### config.mk
export PLATFORM = sky130hd
export DESIGN_NAME = spi_cmd_slave
export DESIGN_NICKNAME = d
export VERILOG_FILES = /design/src/rtl/spi_cmd_slave.sv
export SDC_FILE = /design/constraint.sdc
export NUM_CORES = 1
export LEC_CHECK = 0
export ABC_CLOCK_PERIOD_IN_PS = 2500
export BUFFER_PORTS_ARGS = -buffer_cell sky130_fd_sc_hd__clkbuf_2
export CORE_ASPECT_RATIO = 0.5
export CORE_MARGIN = 8
export CORE_UTILIZATION = 37
export CTS_CLUSTER_SIZE = 16
export DETAILED_ROUTE_END_ITERATION = 6
export PLACE_DENSITY = 0.62
export REMOVE_ABC_BUFFERS = 1
export SLEW_MARGIN = 40
export SYNTH_ARGS = -nofsm -noshare
export SYNTH_HDL_FRONTEND = slang
export SYNTH_SLANG_ARGS = --single-unit
### constraint.sdc
create_clock -name clk -period 2.5 [get_ports clk]
set_input_delay 0.5 -clock clk [delete_from_list [all_inputs] [get_ports clk]]
set_output_delay 0.5 -clock clk [all_outputs]
set_load 0.01 [all_outputs]
### src/rtl/spi_cmd_slave.sv
module spi_cmd_slave #(
  parameter bit SAMPLE_RISE = 1'b1,
  parameter int BYTE_W      = 8,
  parameter int MAX_BYTES   = 4
) (
  input  logic                clk,
  input  logic                rst_n,
  input  logic                sclk,
  input  logic                mosi,
  input  logic                csn,
  output logic                miso,
  input  logic                hbyte,
  input  logic [2*BYTE_W-1:0] cap_word,
  output logic [BYTE_W-1:0]   dout,
  input  logic                st_ready,
  input  logic                st_last_t,
  input  logic                st_busack,
  output logic                mem_wr_stb,
  output logic                io_wr_stb,
  output logic [2*BYTE_W-1:0] wr_addr,
  output logic [BYTE_W-1:0]   wr_data,
  output logic                vid_sel,
  output logic                aud_sel,
  output logic                usb_pwr
);
  localparam int FRAME_W = (MAX_BYTES - 1) * BYTE_W;
  localparam int BIT_CW  = $clog2(BYTE_W);
  localparam logic [7:0] OP_MEMWR = 8'h01, OP_IOWR = 8'h02,
                         OP_VID = 8'h10, OP_AUD = 8'h11, OP_USB = 8'h12;

  typedef enum logic {C_IDLE, C_RUN} cst_t;

  logic sclk_m, sclk_s, sclk_d, mosi_m, mosi_s, csn_m, csn_s, csn_d;
  logic [BIT_CW-1:0]  bitcnt;
  logic [2:0]         nbytes;
  logic [7:0]         op, run_op;
  logic [FRAME_W-1:0] frame;
  logic [2:0]         stat_q;
  logic               run_bit;
  cst_t               state;

  function automatic logic [2:0] op_len(input logic [7:0] o);
    case (o)
      OP_MEMWR:              op_len = 3'd4;
      OP_IOWR:               op_len = 3'd3;
      OP_VID, OP_AUD, OP_USB: op_len = 3'd2;
      default:               op_len = 3'd1;
    endcase
  endfunction

  wire smp      = SAMPLE_RISE ? (sclk_s & ~sclk_d) : (~sclk_s & sclk_d);
  wire cs_rise  = csn_s & ~csn_d;
  wire byte_end = (bitcnt == BIT_CW'(BYTE_W - 1));
  wire frame_ok = cs_rise && (bitcnt == '0) && (nbytes != 3'd0) && (nbytes == op_len(op));

  assign dout       = hbyte ? cap_word[2*BYTE_W-1:BYTE_W] : cap_word[BYTE_W-1:0];
  assign miso       = ~csn_s & (nbytes == 3'd0) & (bitcnt < BIT_CW'(3)) & stat_q[2'd2 - bitcnt[1:0]];
  assign mem_wr_stb = (state == C_RUN) && (run_op == OP_MEMWR);
  assign io_wr_stb  = (state == C_RUN) && (run_op == OP_IOWR);

  always_ff @(posedge clk or negedge rst_n)
    if (!rst_n) begin
      {sclk_m, sclk_s, sclk_d} <= {3{~SAMPLE_RISE}};
      {mosi_m, mosi_s}         <= 2'b00;
      {csn_m, csn_s, csn_d}    <= 3'b111;
    end else begin
      {sclk_m, sclk_s, sclk_d} <= {sclk, sclk_m, sclk_s};
      {mosi_m, mosi_s}         <= {mosi, mosi_m};
      {csn_m, csn_s, csn_d}    <= {csn, csn_m, csn_s};
    end

  always_ff @(posedge clk or negedge rst_n)
    if (!rst_n) begin
      bitcnt <= '0;
      nbytes <= '0;
      op     <= '0;
      frame  <= '0;
      stat_q <= '0;
    end else if (csn_s) begin
      bitcnt <= '0;
      nbytes <= '0;
      stat_q <= {st_ready, st_last_t, st_busack};
    end else if (smp) begin
      frame  <= {frame[FRAME_W-2:0], mosi_s};
      bitcnt <= bitcnt + 1'b1;
      if (byte_end) begin
        if (nbytes == 3'd0) op <= {frame[BYTE_W-2:0], mosi_s};
        if (nbytes != 3'd7) nbytes <= nbytes + 3'd1;
      end
    end

  always_ff @(posedge clk or negedge rst_n)
    if (!rst_n) begin
      state   <= C_IDLE;
      run_op  <= '0;
      run_bit <= 1'b0;
      wr_addr <= '0;
      wr_data <= '0;
      vid_sel <= 1'b0;
      aud_sel <= 1'b0;
      usb_pwr <= 1'b0;
    end else if (state == C_IDLE) begin
      if (frame_ok) begin
        state   <= C_RUN;
        run_op  <= op;
        run_bit <= frame[0];
        if (op == OP_MEMWR) begin
          wr_addr <= frame[FRAME_W-1:BYTE_W];
          wr_data <= frame[BYTE_W-1:0];
        end else if (op == OP_IOWR) begin
          wr_addr <= {{BYTE_W{1'b0}}, frame[2*BYTE_W-1:BYTE_W]};
          wr_data <= frame[BYTE_W-1:0];
        end
      end
    end else begin
      state <= C_IDLE;
      case (run_op)
        OP_VID:  vid_sel <= run_bit;
        OP_AUD:  aud_sel <= run_bit;
        OP_USB:  usb_pwr <= run_bit;
        default: ;
      endcase
    end
endmodule

# Word-level counts from Yosys, hierarchy flattened
# Cells that the tools add are included.
dict set report op_classes {
  n_lt_le_gt_ge 2
  muxes 16
  addsub 3
  n_reduce_logical 21
  n_eq_ne 13
  bitwise 9
}
# operator n
set op_table {}
lappend op_table {{8-bit by 5-bit equality test with 1-bit output (second input constant)} 6}
lappend op_table {{16-bit 2-to-1 mux} 2}
lappend op_table {{8-bit 2-to-1 mux} 3}
lappend op_table {{3-bit 2-to-1 mux} 6}
lappend op_table {{8-bit by 1-bit equality test with 1-bit output (second input constant)} 2}
lappend op_table {{8-bit by 2-bit equality test with 1-bit output (second input constant)} 2}
lappend op_table {{2-bit AND reduction} 5}
lappend op_table {{3-bit one-hot mux with 3 select lines} 1}
lappend op_table {{2-bit nonzero test} 4}
lappend op_table {{3-bit by 1-bit adder with 3-bit output (second input constant)} 2}
lappend op_table {{3-bit logical NOT} 2}
lappend op_table {{3-bit AND reduction} 2}
lappend op_table {{1-bit AND} 5}
lappend op_table {{1-bit logical AND} 5}
lappend op_table {{1-bit inverter} 4}
lappend op_table {{4-bit AND reduction} 1}
lappend op_table {{3-bit equality test} 1}
lappend op_table {{3-bit equality test (second input constant)} 1}
lappend op_table {{2-bit by 3-bit less-than comparator with 1-bit output (second input constant)} 1}
lappend op_table {{3-bit by 2-bit less-than comparator with 1-bit output (second input constant)} 1}
lappend op_table {{1-bit 2-to-1 mux} 3}
lappend op_table {{3-bit inequality test (second input constant)} 1}
lappend op_table {{3-bit nonzero test} 1}
lappend op_table {{3-bit OR reduction} 1}
lappend op_table {{other kinds (2)} 2}
dict set report totals {
  input_bits 25
  register_bits 86
  output_inout_bits 38
}

# Longest topological paths before layout
dict set report depth {
  word_depth 7
  depth_mapped 8
  mapped_depth_nobuf 7
}

# Worst setup path after synthesis
# No wires, ideal clock.
dict set report synth_path {
  path_type {flip-flop to flip-flop}
  startpoint {register nbytes[0]}
  endpoint {register wr_addr[0]}
  setup_slack_ps 376
  path_stages_with_launch 9
  setup_ps 127
  arrival_time_ps 1996
  n_path_buf 1
  required_time_ps 2373
  path_cell_list {dfrtp_1 -> inv_1 -> ha_1 -> nor2_1 -> nand3_1 -> o31a_1 -> nor4_4 -> buf_6 -> mux2_1}
}
dict set report synth_between {
  elab_chain_cells 4
}
# item line
set synth_lines {}
lappend synth_lines {{from (decl)} 35} ;# logic [2:0] nbytes;
lappend synth_lines {{from (signal assigned)} 88} ;# if (nbytes != 3'd7) nbytes <= nbytes + 3'd1;
lappend synth_lines {{3-bit nonzero test} 54} ;# wire frame_ok = cs_rise && (bitcnt == '0) && (nbytes != 3'd0) && (nbytes == op_len(op));
lappend synth_lines {{1-bit logical AND} 54}
lappend synth_lines {{1-bit logical AND *} 54}
lappend synth_lines {{3-bit AND reduction (no source line) *} n/a}
lappend synth_lines {{to (signal assigned)} 108} ;# wr_addr <= frame[FRAME_W-1:BYTE_W];
lappend synth_lines {{to (signal assigned)} 111} ;# wr_addr <= {{BYTE_W{1'b0}}, frame[2*BYTE_W-1:BYTE_W]};
lappend synth_lines {{to (decl)} 20} ;# output logic [2*BYTE_W-1:0] wr_addr,
# Mark *: on every way between the ends. The rest lies on a longest branch, timed or not.
# A chain may end at the register's enable or synchronous reset.

# Worst setup path after layout
dict set report layout_path {
  startpoint {register bitcnt[0]}
  endpoint {output port miso}
}
dict set report layout_between {
  elab_chain_cells 4
}
# item line
set layout_lines {}
lappend layout_lines {{from (decl)} 34} ;# logic [BIT_CW-1:0] bitcnt;
lappend layout_lines {{from (signal assigned)} 85} ;# bitcnt <= bitcnt + 1'b1;
lappend layout_lines {{2-bit subtractor} 57} ;# assign miso = ~csn_s & (nbytes == 3'd0) & (bitcnt < BIT_CW'(3)) & stat_q[2'd2 - bitcnt[1:0]];
lappend layout_lines {{1-bit binary-select mux with 2-bit select} 57}
lappend layout_lines {{1-bit 2-to-1 mux (not written as such)} 57}
lappend layout_lines {{1-bit AND *} 57}
lappend layout_lines {{to (decl)} 11} ;# output logic miso,
# Mark *: on every way between the ends. The rest lies on a longest branch, timed or not. The select of a mux whose other input is x is not followed.

==> impl_metrics.json <==
{
  "peakVddDrop_uv": 366,
  "fp.coreArea_mm2": 0.00948,
  "timing.final.hold_violations": 0,
  "clock_latency_ps": 330,
  "tightest_slew_ps": 681,
  "initial_core_util_pct": 38.2,
  "rsz0062_at_grt": "false",
  "worstSetupPathType": "flip-flop to primary output",
  "die_w_um": 156,
  "clk_pin_slew_ps": 60,
  "cts_resized": 0,
  "synthTopCellsByArea": "dfrtp_1 (57%), mux2_2 (19%), mux2_1 (3.1%)",
  "cts_tree": "built",
  "htree_levels": 3,
  "synth_cells": 249,
  "cts_hold_buf": 0,
  "finalNetCount": 347,
  "critPathArrivalTime_ps": 1850,
  "synth.most_common_cell": "dfrtp_1",
  "floorplan.die.height_um": 86.0,
  "synth-seq-area-share_pct": 59.5,
  "stdcell_area_mm2": 0.00437,
  "finalNonFillerCells": 456,
  "drv_cap": 0,
  "synth-seq-cells": 86,
  "cts_sinks": 86,
  "cts_buffer_depth": 2,
  "synth-async-reset-ratio_pct": 100,
  "yosys_warnings": 0,
  "setup_viol": 0,
  "hp-class": "input pin to async pin",
  "yosys.area.top_type": "dfrtp_1",
  "rows": 25,
  "place.port_buffers": 62,
  "synthDistinctLibCells": 37,
  "synth_top_cell_area_share_pct": 57.3,
  "setup_tns_ps": 0,
  "placed_area_mm2": 0.00408,
  "path_max_fanout": 5,
  "vias": 2222,
  "relSlewSlack_pct": 54.6,
  "antenna_found_initial": 0,
  "cellPowerDensity_mw_per_mm2": 676,
  "wl_mm": 7.17,
  "cp-start-kind": "flip-flop",
  "grt_start_max_net_pins": 56,
  "wl_per_cell_um": 15.7,
  "areaGrowthSynthToFinish_pct": 20.6,
  "pin_count": 63,
  "post-cts-setup-buffers": 0,
  "grtUsageTotal_pct": 11.1,
  "p_leak_uw": 0.00218,
  "synth_edf_count": 0,
  "drive_gt1_share_pct": 47.7,
  "ant_nets": 0,
  "p_total_uw": 2950,
  "fin_crit_sh_pct": 93.9,
  "diodes": 0,
  "worstPathRequired_ps": 2000,
  "syn_area_per_cell_um2": 14.6,
  "vias_per_cell": 4.87,
  "drtIter0Drc": 132,
  "gp_congestion": 0.868,
  "min_period_ps": 2350,
  "finalMaxSlewViolations": 0,
  "grt_pass1_wl_mm": 11.9,
  "cts_root_buffer": "clkbuf_16",
  "ys.flop_type": "dfrtp_1",
  "dr.pass1.iters": 4,
  "fmax_mhz": 426,
  "crit_path_end_kind": "primary output",
  "synth_area_mm2": 0.00362,
  "grt_pass1_vias": 2410,
  "status": "finished, final reports clean",
  "dp.cells": 440,
  "remaining_drc_errors": 0,
  "grt_overflow": 0,
  "cts_buffers": 9,
  "dp_hpwl_mm": 5.32,
  "synth_common_cells": "dfrtp_1 (83), mux2_2 (62), nor2_1 (11), mux2_1 (10)",
  "fin_skew_ps": 4.72,
  "dieArea_mm2": 0.0134
}
cell type report:
cell class | instances | area [um^2]
fill | 849 | 5100
sequential | 86 | 2160
multi-input combinational | 147 | 1400
timing repair buffer | 67 | 350
clock buffer | 15 | 278
tap | 135 | 169
inverter | 5 | 18.8
clock inverter | 1 | 5.00
per-layer routing:
metal / up-vias / routed length [um] / global-route usage [%]
met5: - / 0 / 0
met4: 0 / 137 / 4.81
met3: 13 / 388 / 3.61
met2: 51 / 3680 / 19.7
met1: 1125 / 2970 / 12.1
li1: 1033 / - / -
path summary, 6_finish.rpt:
path                                start           to  slack [ps]  cells after the start
worst max-delay path            bitcnt[0]         miso         150                      6
worst min-delay path                rst_n   wr_addr[1]         210                      1
worst max register to register  nbytes[0]  wr_addr[11]         180                      7
worst min register to register     mosi_m       mosi_s         350                      0
max in group asynchronous           rst_n     frame[1]        1590                      2
min in group clk                      csn        csn_m         260                      1
metrics by stage:
stage / hold WS (ps) / worst slack, ps / utilization [%]
2_1_floorplan: 204 / 145 / -
3_3_place_gp: 333 / 299 / 43.1
3_5_place_dp: 335 / 186 / 43.1
4_1_cts: 231 / 146 / 46.0
5_1_grt: 240 / 3.65 / 46.1
6_report: 210 / 153 / 46.1
state kept, by name, summed over array words and instances (netlist names), 3 cells and up:
register,cells
op,8
bitcnt,3
wr_data,8
stat_q,3
nbytes,3
run_op,8
frame,24
wr_addr,16
kinds of logic (layout without fill, tap and decap cells):
family / after synthesis / after routing / synth area share [%]
xor+xnor: 2 / 2 / 0.483
mux: 74 / 74 / 22.9
simple gates: 45 / 45 / 8.63
compound gates: 20 / 20 / 4.11
buf+inv: 16 / 88 / 2.31
flops: 86 / 86 / 59.5
fa+ha+maj: 6 / 6 / 2.07
worst max-delay path: stages (launching register included):
cell	delay, ps
dfrtp_1	420
inv_1	70
ha_1	340
mux2i_1	130
o21ai_0	200
and4b_1	220
clkbuf_2	140
cell usage in the layout, fill, tap and decap left out, types with 3 or more instances in the layout:
master,n
o21ai_0,4
clkbuf_16,9
clkbuf_8,3
buf_4,6
clkbuf_2,61
clkbuf_1,3
a21oi_1,4
nand4_1,3
dfrtp_1,83
nand2_1,8
mux2_2,62
a22o_1,8
inv_1,5
nand3_1,3
mux2_1,10
ha_1,6
nor2_1,11
dfstp_2,3
power breakdown:
group | total [uW] | internal, uW | switching, uW
combinational | 183 | 101 | 81.1
sequential | 1540 | 1470 | 70.1
clock | 1230 | 754 | 478
(Power assumes the default switching activity.)
